--- config.mk ---
export PLATFORM = sky130hd
export DESIGN_NAME = ctlword_chain
export DESIGN_NICKNAME = d
export VERILOG_FILES = /design/src/rtl/cwc_pkg.sv /design/src/rtl/cwc_ser_rx.sv /design/src/rtl/cwc_ser_tx.sv /design/src/rtl/cwc_decode.sv /design/src/rtl/cwc_cfg_regs.sv /design/src/rtl/ctlword_chain.sv
export SDC_FILE = /design/constraint.sdc
export NUM_CORES = 1
export LEC_CHECK = 0
export ABC_AREA = 1
export BUFFER_PORTS_ARGS = -buffer_cell sky130_fd_sc_hd__buf_4
export CAP_MARGIN = 20
export CORE_UTILIZATION = 60
export CTS_BUF_LIST = sky130_fd_sc_hd__clkbuf_4
export DETAILED_ROUTE_END_ITERATION = 16
export GPL_TIMING_DRIVEN = 0
export HOLD_SLACK_MARGIN = 0.15
export PLACE_DENSITY = 0.78
export SYNTH_ARGS = -nofsm -noshare
export SYNTH_HDL_FRONTEND = slang
export SYNTH_SLANG_ARGS = --single-unit
export TNS_END_PERCENT = 30
--- constraint.sdc ---
create_clock -name clk -period 3.24 [get_ports clk]
set_input_delay 0.648 -clock clk [delete_from_list [all_inputs] [get_ports clk]]
set_output_delay 0.648 -clock clk [all_outputs]
set_load 0.005 [all_outputs]
--- src/rtl/cwc_pkg.sv ---
package cwc_pkg;

    localparam int WORD_W   = 16;
    localparam int REG_W    = 8;
    localparam int NUM_REGS = 5;

    localparam logic [2:0] SEL_LIMIT   = 3'(NUM_REGS);
    localparam logic [2:0] SEL_MODE    = 3'd0;
    localparam logic [2:0] SEL_POWER   = 3'd2;
    localparam int         SOFT_BIT    = 7;
    localparam int         DSEL_BIT    = 0;
    localparam int         MIXED_BIT   = 1;
    localparam int         GLOBAL_BIT  = 0;

    typedef struct packed {
        logic       ctl;
        logic       rd;
        logic [2:0] hop;
        logic [2:0] sel;
        logic [7:0] pay;
    } ctl_word_t;

    typedef enum logic [1:0] {
        MODE_PROG  = 2'd0,
        MODE_MIXED = 2'd1,
        MODE_DATA  = 2'd2
    } op_mode_e;

    typedef struct packed {
        logic       en;
        logic [2:0] sel;
        logic [7:0] val;
    } reg_wr_t;

    typedef struct packed {
        reg_wr_t           wr;
        logic              tx_en;
        logic [WORD_W-1:0] tx_word;
        logic              dw_en;
    } dec_out_t;

    function automatic op_mode_e mode_of(input logic [REG_W-1:0] cfg);
        if (!cfg[DSEL_BIT])      return MODE_PROG;
        else if (cfg[MIXED_BIT]) return MODE_MIXED;
        else                     return MODE_DATA;
    endfunction

    function automatic ctl_word_t hop_down(input ctl_word_t w);
        ctl_word_t r;
        r     = w;
        r.hop = w.hop - 3'd1;
        return r;
    endfunction

endpackage

--- src/rtl/cwc_ser_rx.sv ---
module cwc_ser_rx #(
    parameter int WORD_W = 16
) (
    input  logic              clk,
    input  logic              rst,
    input  logic              tick,
    input  logic              sdi,
    input  logic              sfs,
    output logic              done,
    output logic [WORD_W-1:0] word
);
    localparam int CW = $clog2(WORD_W + 1);

    logic [CW-1:0] left_q;

    always_ff @(posedge clk) begin
        if (rst) begin
            left_q <= '0;
            done   <= 1'b0;
            word   <= '0;
        end else begin
            done <= 1'b0;
            if (tick) begin
                if (sfs) begin
                    left_q <= CW'(WORD_W);
                end else if (left_q != '0) begin
                    word   <= {word[WORD_W-2:0], sdi};
                    left_q <= left_q - 1'b1;
                    if (left_q == CW'(1)) done <= 1'b1;
                end
            end
        end
    end
endmodule

--- src/rtl/cwc_ser_tx.sv ---
module cwc_ser_tx #(
    parameter int WORD_W = 16
) (
    input  logic              clk,
    input  logic              rst,
    input  logic              tick,
    input  logic              boot,
    input  logic              ld_valid,
    input  logic [WORD_W-1:0] ld_word,
    output logic              sdo,
    output logic              sfs
);
    localparam int CW = $clog2(WORD_W + 1);

    logic [CW-1:0]     left_q;
    logic [WORD_W-1:0] sh_q;
    logic              pend_q;
    logic [WORD_W-1:0] pend_word_q;

    always_ff @(posedge clk) begin
        if (rst) begin
            left_q      <= '0;
            sh_q        <= '0;
            pend_q      <= 1'b0;
            pend_word_q <= '0;
            sdo         <= 1'b0;
            sfs         <= 1'b0;
        end else begin
            if (tick) begin
                if (left_q != '0) begin
                    sfs    <= 1'b0;
                    sdo    <= sh_q[WORD_W-1];
                    sh_q   <= {sh_q[WORD_W-2:0], 1'b0};
                    left_q <= left_q - 1'b1;
                end else if (boot) begin
                    sfs    <= 1'b1;
                    sdo    <= 1'b0;
                    sh_q   <= '0;
                    left_q <= CW'(WORD_W);
                end else if (pend_q) begin
                    sfs    <= 1'b1;
                    sdo    <= 1'b0;
                    sh_q   <= pend_word_q;
                    left_q <= CW'(WORD_W);
                    pend_q <= 1'b0;
                end else begin
                    sfs <= 1'b0;
                    sdo <= 1'b0;
                end
            end
            // A new result wins over a same-cycle consume of the old one.
            if (ld_valid) begin
                pend_q      <= 1'b1;
                pend_word_q <= ld_word;
            end
        end
    end
endmodule

--- src/rtl/cwc_decode.sv ---
module cwc_decode
    import cwc_pkg::*;
(
    input  logic              go,
    input  logic [WORD_W-1:0] word,
    input  logic [REG_W-1:0]  cfg_mode,
    input  logic [REG_W-1:0]  rd_data,
    output logic [2:0]        rd_sel,
    output dec_out_t          dec
);
    ctl_word_t w;
    ctl_word_t rsp;
    op_mode_e  mode;

    assign w      = ctl_word_t'(word);
    assign mode   = mode_of(cfg_mode);
    assign rd_sel = w.sel;

    always_comb begin
        dec     = '0;
        rsp     = w;
        rsp.pay = rd_data;
        if (go) begin
            if (mode == MODE_DATA) begin
                dec.dw_en = 1'b1;
            end else if (!w.ctl) begin
                dec.dw_en = (mode == MODE_MIXED);
            end else if (w.hop != 3'd0) begin
                dec.tx_en   = 1'b1;
                dec.tx_word = hop_down(w);
            end else if (w.sel < SEL_LIMIT) begin
                if (w.rd) begin
                    dec.tx_en   = 1'b1;
                    dec.tx_word = rsp;
                end else begin
                    dec.wr.en  = 1'b1;
                    dec.wr.sel = w.sel;
                    dec.wr.val = w.pay;
                end
            end
        end
    end
endmodule

--- src/rtl/cwc_cfg_regs.sv ---
module cwc_cfg_regs
    import cwc_pkg::*;
(
    input  logic             clk,
    input  logic             rst,
    input  reg_wr_t          wr,
    input  logic [2:0]       rd_sel,
    output logic [REG_W-1:0] rd_data,
    output logic [REG_W-1:0] mode_reg,
    output logic [REG_W-1:0] pwr_reg
);
    logic [NUM_REGS-1:0][REG_W-1:0] bank;

    for (genvar g = 0; g < NUM_REGS; g++) begin : g_reg
        logic [REG_W-1:0] r_q;
        always_ff @(posedge clk) begin
            if (rst)
                r_q <= '0;
            else if (wr.en && wr.sel == 3'(g))
                r_q <= wr.val;
        end
        assign bank[g] = r_q;
    end

    assign rd_data  = (rd_sel < SEL_LIMIT) ? bank[rd_sel] : '0;
    assign mode_reg = bank[SEL_MODE];
    assign pwr_reg  = bank[SEL_POWER];
endmodule

--- src/rtl/ctlword_chain.sv ---
module ctlword_chain
    import cwc_pkg::*;
#(
    parameter int BIT_DIV   = 8,
    parameter int START_DLY = 280,
    parameter int SRST_LEN  = 4
) (
    input  logic              clk,
    input  logic              rst,
    input  logic              ser_in,
    input  logic              ser_in_fs,
    output logic              bit_tick,
    output logic              ser_out,
    output logic              ser_out_fs,
    output logic              data_valid,
    output logic [WORD_W-1:0] data_word,
    output logic [REG_W-2:0]  sect_pwr
);
    localparam int DW = (BIT_DIV > 1) ? $clog2(BIT_DIV) : 1;
    localparam int SW = $clog2(START_DLY + 1);
    localparam int RW = $clog2(SRST_LEN + 1);
    localparam logic [DW-1:0] DIV_LAST = DW'(BIT_DIV - 1);
    localparam logic [SW-1:0] BOOT_AT  = SW'(START_DLY - 1);
    localparam logic [SW-1:0] START_END = SW'(START_DLY);

    logic [DW-1:0]     div_q;
    logic [SW-1:0]     start_q;
    logic [RW-1:0]     srst_q;
    logic              int_rst;
    logic              boot;
    logic              rx_done;
    logic [WORD_W-1:0] rx_word;
    logic [REG_W-1:0]  mode_reg;
    logic [REG_W-1:0]  pwr_reg;
    logic [REG_W-1:0]  rd_data;
    logic [2:0]        rd_sel;
    dec_out_t          dec;
    logic              soft_go;

    assign int_rst  = rst || (srst_q != '0);
    assign bit_tick = (div_q == DIV_LAST) && !int_rst;
    assign boot     = bit_tick && (start_q == BOOT_AT);
    assign soft_go  = dec.wr.en && (dec.wr.sel == SEL_MODE) && dec.wr.val[SOFT_BIT];

    always_ff @(posedge clk) begin
        if (rst)
            srst_q <= '0;
        else if (soft_go)
            srst_q <= RW'(SRST_LEN);
        else if (srst_q != '0)
            srst_q <= srst_q - 1'b1;
    end

    always_ff @(posedge clk) begin
        if (int_rst) begin
            div_q   <= '0;
            start_q <= '0;
        end else begin
            div_q <= (div_q == DIV_LAST) ? '0 : div_q + 1'b1;
            if (start_q != START_END) start_q <= start_q + 1'b1;
        end
    end

    cwc_ser_rx #(.WORD_W(WORD_W)) u_rx (
        .clk  (clk),
        .rst  (int_rst),
        .tick (bit_tick),
        .sdi  (ser_in),
        .sfs  (ser_in_fs),
        .done (rx_done),
        .word (rx_word)
    );

    cwc_decode u_dec (
        .go       (rx_done),
        .word     (rx_word),
        .cfg_mode (mode_reg),
        .rd_data  (rd_data),
        .rd_sel   (rd_sel),
        .dec      (dec)
    );

    cwc_cfg_regs u_regs (
        .clk      (clk),
        .rst      (int_rst),
        .wr       (dec.wr),
        .rd_sel   (rd_sel),
        .rd_data  (rd_data),
        .mode_reg (mode_reg),
        .pwr_reg  (pwr_reg)
    );

    cwc_ser_tx #(.WORD_W(WORD_W)) u_tx (
        .clk      (clk),
        .rst      (int_rst),
        .tick     (bit_tick),
        .boot     (boot),
        .ld_valid (dec.tx_en),
        .ld_word  (dec.tx_word),
        .sdo      (ser_out),
        .sfs      (ser_out_fs)
    );

    always_ff @(posedge clk) begin
        if (int_rst) begin
            data_valid <= 1'b0;
            data_word  <= '0;
        end else begin
            data_valid <= dec.dw_en;
            if (dec.dw_en) data_word <= rx_word;
        end
    end

    for (genvar s = 0; s < REG_W - 1; s++) begin : g_pwr
        assign sect_pwr[s] = pwr_reg[s+1] | pwr_reg[GLOBAL_BIT];
    end
endmodule

; Word-level counts from Yosys, hierarchy flattened
; Cells that the tools add are included.
[classes]
magnitude_cmp = 2
muxes = 33
n_eq_ne = 12
n_reduce_logical = 26
bitwise = 10
add_sub_neg = 6
[op_table]
columns = op, n
row1 = $mux 29, 3
row2 = $mux 16, 3
row3 = $mux 17, 2
row4 = $mux 30, 1
row5 = $mux 5, 5
row6 = $bmux 8 s3, 1
row7 = $mux 12, 2
row8 = $mux 1, 11
row9 = $reduce_bool 5->1, 2
row10 = $sub 5x1->5 const B, 2
row11 = $add 9x1->9 const B, 1
row12 = $eq 9x9->1 const B, 1
row13 = $ne 9x9->1 const B, 1
row14 = $reduce_bool 3->1, 3
row15 = $logic_and 1x1->1, 8
row16 = $mux 8, 1
row17 = $or 1x1->1, 7
row18 = $eq 3x2->1 const B, 2
row19 = $eq 3x3->1 const B, 2
row20 = $mux 3, 2
row21 = $reduce_and 3->1, 2
row22 = $reduce_bool 2->1, 3
row23 = $sub 3x1->3 const B, 2
row24 = $eq 5x1->1 const B, 1
row25 = other kinds (16), 21
[totals]
out_inout_bits = 27
inputBits = 4
elab_cells = 109
register_bits = 134

; Longest topological paths before layout
; Gate-level depths: netlist of run 1.
[depth]
word_depth = 12
depth_mapped = 12
ltp_nobuf = 11

; Cells and area by module
; Synthesis of run 1 repeated with hierarchy kept, for this count alone.
[unflattened]
cells_unflattened = 1006
hier_area_um2 = 6767.7
[modules_own_cells]
columns = module, cells_each, area_per_inst_um2, seq_area_each_um2, instances
row1 = cwc_ser_tx, 301, 1978.1, 800.8, 1
row2 = cwc_cfg_regs, 306, 1900.6, 800.8, 1
row3 = ctlword_chain, 196, 1505.2, 640.6, 1
row4 = cwc_ser_rx, 112, 903.4, 440.4, 1
row5 = cwc_decode, 91, 480.5, 0.0, 1

; Worst setup path before layout of run 1
; No wires, ideal clock.
[synth_timing]
kind = reg-to-reg
startpoint = register srst_q[0]
endpoint = register u_tx.sh_q[1]
n_path_buf = 1
setup_ns = 0.113
period_less_slack_ns = 1.806
t_arrival_ns = 1.693
path_slack_ns = 1.434
required_ns = 3.127
path_stages_with_launch = 12
cell_sequence = dfxtp_1 > inv_1 > ha_1 > ha_1 > nand2_4 > nor2_8 > nand3_4 > nand3_4 > nand2_4 > buf_2 > nor2_1 > nor2_1
[synth_via]
elab_chain_len = 7
elab_cells_between_ends = 9
classes_between = mux (2) / reduce/logical (7)
[synth_lines]
columns = element, line
row1 = "start, declared", ctlword_chain.sv:28  ; logic [RW-1:0] srst_q;
row2 = "start signal, assigned", ctlword_chain.sv:49  ; srst_q <= RW'(SRST_LEN);
row3 = "start signal, assigned", ctlword_chain.sv:51  ; srst_q <= srst_q - 1'b1;
row4 = $reduce_bool 3->1 (*), ctlword_chain.sv:40  ; assign int_rst = rst || (srst_q != '0);
row5 = $logic_or 1x1->1 (*), ctlword_chain.sv:40
row6 = $logic_not 1->1 (*), ctlword_chain.sv:41  ; assign bit_tick = (div_q == DIV_LAST) && !int_rst;
row7 = $logic_and 1x1->1 (*), ctlword_chain.sv:41
row8 = net bit_tick, ctlword_chain.sv:12  ; output logic bit_tick,
row9 = $logic_and 1x1->1, ctlword_chain.sv:42  ; assign boot = bit_tick && (start_q == BOOT_AT);
row10 = $reduce_bool 3->1 (no line) / $mux 16 (equally long branches), -
row11 = $reduce_and 2->1 (no line) / $mux 16 (equally long branches), -
row12 = "end signal, assigned", cwc_ser_tx.sv:33  ; sh_q <= {sh_q[WORD_W-2:0], 1'b0};
row13 = "end signal, assigned", cwc_ser_tx.sv:43  ; sh_q <= pend_word_q;
row14 = "end, declared", cwc_ser_tx.sv:16  ; logic [WORD_W-1:0] sh_q;
; Mark *: on every way through the listed nets, which the timed path passes. The rest lies on a longest branch.
; A chain may end at the register's enable or synchronous reset.

; Final worst setup path of run 1
[layout_timing]
startpoint = register srst_q[0]
endpoint = output bit_tick
[layout_via]
elab_chain_len = 4
[layout_lines]
columns = element, line
row1 = $reduce_bool 3->1, ctlword_chain.sv:40
row2 = $logic_or 1x1->1, ctlword_chain.sv:40
row3 = $logic_not 1->1, ctlword_chain.sv:41
row4 = $logic_and 1x1->1, ctlword_chain.sv:41
row5 = "end, declared", ctlword_chain.sv:12
; No other way between the ends.

==> results of run 1 <==
==> worst max path at each step <==
stage / startpoint / end
2_1_floorplan: srst_q[0]$_SDFFE_PP0P_ / u_tx.sh_q[1]$_SDFFE_PP0P_
3_3_place_gp: rst / u_tx.sfs$_SDFFE_PP0P_
3_5_place_dp: srst_q[0]$_SDFFE_PP0P_ / u_regs.g_reg[1].r_q[0]$_SDFFE_PP0P_
4_1_cts: srst_q[0]$_SDFFE_PP0P_ / bit_tick
5_1_grt: srst_q[0]$_SDFFE_PP0P_ / bit_tick
6_report: srst_q[0]$_SDFFE_PP0P_ / bit_tick
==> metal layers <==
metal	wire [um]	up-vias
li1	-	2817
met3	1203	43
met2	7003	209
met4	515	0
met1	6578	2640
met5	0	-
==> synth_stat cells (all sizes together) (2+ instances only) <==
cell and number:
nand2 155, nor2 153, dfxtp 134, inv 97, o21ai 94, a21oi 90, nand3 45, clkbuf 28
buf 20, ha 13, xor2 8, nand4 6, nor3 3, clkinv 2, nand3b 2
==> layout make-up <==
cell class                      count  area, um2
Multi-Input combinational cell    575       2748
Timing Repair Buffer               30      225.2
Fill cell                         845       3017
Tap cell                          133      166.4
Clock buffer                       20      150.1
Buffer                             48      210.2
Sequential cell                   134       2683
Clock inverter                     12      158.9
Inverter                           99      371.6
==> critical path, delay by kind of cell, from the launching register on <==
kind                     cells  cell delay, ps
adder cells (fa/ha/maj)      2             470
flip-flops                   1             330
buffers and inverters        2             200
AND/OR/NAND/NOR              2             400
==> cell families after synthesis <==
| group | Yosys count |
|---|---|
| simple gates | 365 |
| flops | 134 |
| compound gates | 188 |
| buf+inv | 147 |
| fa+ha+maj | 13 |
| xor+xnor | 9 |
==> where the power goes <==
| part | internal, uW | switching, uW | total, uW |
|---|---|---|---|
| registers | 1680 | 23.6 | 1700 |
| clock network | 624 | 586 | 1210 |
| logic | 119 | 313 | 432 |
| total | 2420 | 923 | 3350 |
==> stage by stage <==
| stage | instance area [um2] | cells |
|---|---|---|
| 2_1_floorplan | 6012 | 856 |
| 3_3_place_gp | 6404 | 1019 |
| 3_5_place_dp | 6404 | 1019 |
| 4_1_cts | 6713 | 1051 |
| 5_1_grt | 6713 | 1051 |
| 6_report | 6713 | 1051 |
==> cell usage in the layout, fill, tap and decap left out, types with 2 or more instances in the layout <==
cell	count
buf_1	3
a21oi_1	89
o21ai_1	2
buf_4	31
nand3_2	2
nand2_1	153
nor2_1	150
xor2_1	8
nand3_4	2
dfxtp_1	134
nand4_1	3
o21ai_0	92
nor3_1	3
clkinv_1	7
buf_2	15
clkbuf_4	20
ha_1	13
inv_1	96
nand4_2	3
clkinvlp_4	2
nand2_4	2
nand3_1	41
bufinv_16	4
clkbuf_1	28
==> impl_metrics.json, run 1 <==
{
  "status": "complete, no violations",
  "met3_usage": 0.07114,
  "critPathMostFrequentCell": "ha_1",
  "finalCriticalPeriod_ps": 2591,
  "timing.rr.end": "u_regs.g_reg[3].r_q[2]$_SDFFE_PP0P_",
  "synthTopCellsByArea": "dfxtp_1, nand2_1, nor2_1",
  "synth_cell_types": 35,
  "end_kind": "output port",
  "synthSimpleGateAreaFrac": 0.2585,
  "holdPathEnd": "srst_q[2]$_SDFFE_PP0P_",
  "period_share": 0.7996,
  "drt-total-wl_um": 15300,
  "hold_path.class": "in -> reg",
  "hold_viol": 0,
  "synth_fa_ha_area_frac": 0.02706,
  "yosysTopAreaCell": "dfxtp_1",
  "regMostFlops": "u_regs.g.r_q",
  "cts_sinks": 134,
  "async_flop_share": 0,
  "cpMaxStageDelayCell": "dfxtp_1",
  "powerDensity_nw_per_um2": 498.5,
  "clkTransAtPathRegs_ps": 100,
  "rows": 36,
  "grt_max_degree": 17,
  "num_vias": 5709,
  "slowest_delay_ps": 330,
  "crit_arrival_ps": 1940,
  "antenna_left": 0,
  "die_h_um": 102.1,
  "fin_ws_ps": 649.4,
  "wl_per_cell_um": 14.56,
  "syn_area_per_cell_um2": 7.023,
  "cts_root_buf": "clkbuf_4",
  "cts_tree": "yes",
  "rrSetupSlack_ps": 910,
  "rr_startpoint": "srst_q[0]$_SDFFE_PP0P_",
  "post_cts_resized": 0,
  "crit_chain": "inv_1 -> ha_1 -> ha_1 -> nand2_4 -> nor2_8 -> buf_4",
  "cts_buffers": 17,
  "rsz0062_at_grt": "false",
  "first_pass_iters": 5,
  "drv_slew": 0,
  "final_nets": 922,
  "fin_setup_tns_ps": 0,
  "synthToLayoutAreaGrowth_pct": 11.65,
  "leakagePower_uw": 0.003111,
  "synth_cells": 856,
  "ys.flop_type": "dfxtp_1",
  "initial_utilization": 0.6179,
  "rr_worst_depth": 9,
  "max_freq_ghz": 0.3860,
  "drt_iter0_drc": 463,
  "synth_xor_xnor_area_share": 0.01311,
  "crit_type": "reg -> out",
  "core-area_um2": 9729,
  "grtUsageMet1": 0.3872,
  "synthesis.area_um2": 6012,
  "synth_nets": 873,
  "synth_compound_area_frac": 0.1584,
  "drc": 0,
  "min_from": "rst",
  "ys_warn_count": 0,
  "first_global_vias": 5293,
  "hold_depth": 2,
  "irDropWorstVdd_uv": 322.2,
  "synth_mux_area_frac": 0,
  "worst_pin_slew_ps": 702.2,
  "clockBufferDepth": 2,
  "ios": 31,
  "grt_util_all_layers": 0.3114,
  "clock_skew_ps": 17.50,
  "worstSetupStartpointType": "flop",
  "antenna_found_initial": 0,
  "port_buffers": 30,
  "postCtsSetupBuffers": 0,
  "setup_viol": 0,
  "gp_congestion": 0.9189,
  "antennaDiodeCount": 0,
  "cts_hold_buffers": 0,
  "place_worst_setup_slack_ps": 973.0,
  "synth_edf_count": 0,
  "h-tree-depth": 4,
  "die-area_um2": 10420,
  "clock_latency_ps": 530,
  "required_ps": 2590,
  "grt_overflow": 0,
  "use_met2": 0.5054,
  "ys_ff_latch": 134,
  "grt_pass1_wl_um": 24490,
  "dp_hpwl_um": 10820,
  "crit_fanout": 10,
  "ys_seq_area_frac": 0.4462,
  "final_util": 0.6899,
  "vias_per_cell": 5.432,
  "synth_top_family_by_area": "simple AND/OR/NAND/NOR gates",
  "drive_gt1_frac": 0.09804,
  "fin_hold_ws_ps": 275.7,
  "largest_reg_flops": 24,
  "total_power_uw": 3346,
  "grt.busiest_layer": "met2",
  "synth_top_area_share": 0.4462,
  "die_x_um": 102.1,
  "drv_cap": 0,
  "relSlewSlack": 0.5319
}
Note: power is estimated with default switching activity, not from simulation.
==> run 2, diff against run 1 <==
==> constraint.sdc (replaced) <==
create_clock -name clk -period 2.6 [get_ports clk]
set_input_delay 0.52 -clock clk [delete_from_list [all_inputs] [get_ports clk]]
set_output_delay 0.52 -clock clk [all_outputs]
set_load 0.005 [all_outputs]
==> run 2 against run 1 <==
Clock-buffer cell count stayed put; core utilization rose by 0.13 points; global-route usage up 0.058 points; register-to-register slack lost 570 ps; critical path type unchanged; largest cell class unchanged.
==> impl_metrics.json, run 2 (same netlist as run 1, synthesis figures left out) <==
{
  "status": "complete, no violations",
  "multi_input_area_um2": 2750,
  "crit_arrival_ps": 1850,
  "fin_setup_tns_ps": 0,
  "clock_skew_ps": 19.64,
  "clock_latency_ps": 530,
  "grt_overflow": 0,
  "drive_gt1_frac": 0.09902,
  "drt_iter0_drc": 452,
  "dr_wl_met3_um": 1261,
  "core-area_um2": 9729,
  "finalCriticalPeriod_ps": 2373,
  "end_kind": "output port",
  "grt_max_degree": 17,
  "grt_util_all_layers": 0.3120,
  "wl_per_cell_um": 14.57,
  "ios": 31,
  "synthToLayoutAreaGrowth_pct": 11.86,
  "fin_ws_ps": 226.7,
  "hold_path.class": "in -> reg",
  "postCtsSetupBuffers": 0,
  "leakagePower_uw": 0.003114,
  "dp_hpwl_um": 10820,
  "drc": 0,
  "relSlewSlack": 0.5235,
  "die_x_um": 102.1,
  "first_global_vias": 5299,
  "die-area_um2": 10420,
  "grt_pass1_wl_um": 24520,
  "first_pass_iters": 8,
  "antenna_left": 0,
  "initial_utilization": 0.6179,
  "gp_congestion": 0.9189,
  "regMostFlops": "u_regs.g.r_q",
  "wl_met2_um": 7026,
  "highest_layer": "met4",
  "place_worst_setup_slack_ps": 333.0,
  "die_h_um": 102.1,
  "fin_hold_ws_ps": 274.5,
  "cts_root_buf": "clkbuf_4",
  "worst_pin_slew_ps": 714.7,
  "mostFrequentLayoutCells": "nand2_1, nor2_1, dfxtp_1",
  "irDropWorstVdd_uv": 402.0,
  "crit_type": "reg -> out",
  "drt-total-wl_um": 15320,
  "num_vias": 5667,
  "final_common_cell": "nand2_1",
  "rows": 36,
  "drv_cap": 0,
  "required_ps": 2080,
  "period_share": 0.9128,
  "antennaDiodeCount": 0,
  "final-seq-area_um2": 2683,
  "clkTransAtPathRegs_ps": 110,
  "n_fill_cell": 842,
  "hold_viol": 0,
  "powerDensity_nw_per_um2": 620.9,
  "antenna_found_initial": 0,
  "cts_tree": "yes",
  "clockBufferDepth": 2,
  "rsz0062_at_grt": "false",
  "cts_sinks": 134,
  "max_freq_ghz": 0.4214,
  "drv_slew": 0,
  "cts_buffers": 17,
  "port_buffers": 30,
  "largest_reg_flops": 24,
  "met1_length_um": 6507,
  "vias_per_cell": 5.387,
  "crit_fanout": 10,
  "worstSetupStartpointType": "flop",
  "h-tree-depth": 4,
  "final_nets": 923,
  "setup_viol": 0
}
==> run 2: cell types whose count changed in the layout (fill, tap and decap cells not counted), sizes merged <==
cell / previous run / this run
dlygate4sd3: 0 / 1
==> run 2: worst max-delay path: stages, from the launching register on <==
cell and delay (ps):
dfxtp_1 330, inv_1 50, ha_1 160, ha_2 260, nand2_4 140, nor2_8 220
buf_4 150
==> run 2: worst paths after layout <==
check | startpoint | to | slack [ps] | depth (start not counted)
max | srst_q[0]$_SDFFE_PP0P_ | bit_tick | 230 | 6
min | ser_in | u_rx.word[0]$_SDFFE_PP0P_ | 270 | 3
max reg2reg | srst_q[0]$_SDFFE_PP0P_ | u_regs.g_reg[3].r_q[2]$_SDFFE_PP0P_ | 340 | 9
min reg2reg | div_q[0]$_SDFF_PP0_ | div_q[0]$_SDFF_PP0_ | 430 | 1
==> run 2: routing by layer <==
| metal | vias to the layer above | GRT usage |
|---|---|---|
| li1 | 2811 | - |
| met1 | 2596 | 0.3872 |
| met2 | 218 | 0.5075 |
| met3 | 42 | 0.07114 |
| met4 | 0 | 0.1626 |
| met5 | - | 0 |
==> run 2: final cells by class <==
cell class,instances,area share
well taps,133,0.02474
flip-flops and latches,134,0.3989
clock buffers,20,0.02233
inverters,99,0.05526
clock inverters,12,0.02363
plain buffers,48,0.03126
multi-input cells,575,0.4089
repair buffers,31,0.03498
==> run 2: power breakdown <==
group,switching [uW],internal (uW)
clock,730,778
sequential,29.3,2090
combinational,392,152
==> run 2: stage by stage <==
step	area, um2	util	cells	power (uW)
CTS	6723	0.6910	1052	4176
global placement	6404	0.6582	1019	2676
floorplan	6012	-	856	2545
detailed placement	6404	0.6582	1019	2706
global route	6725	0.6912	1052	4351
finish	6725	0.6912	1052	4176
==> run 2: timing repair <==
item / in CTS / in global routing
hold buffers: 1 / 0
endpoints found under the setup margin: 0 / 1
hold endpoints to repair: 1 / 0
gates resized for setup: 0 / 1
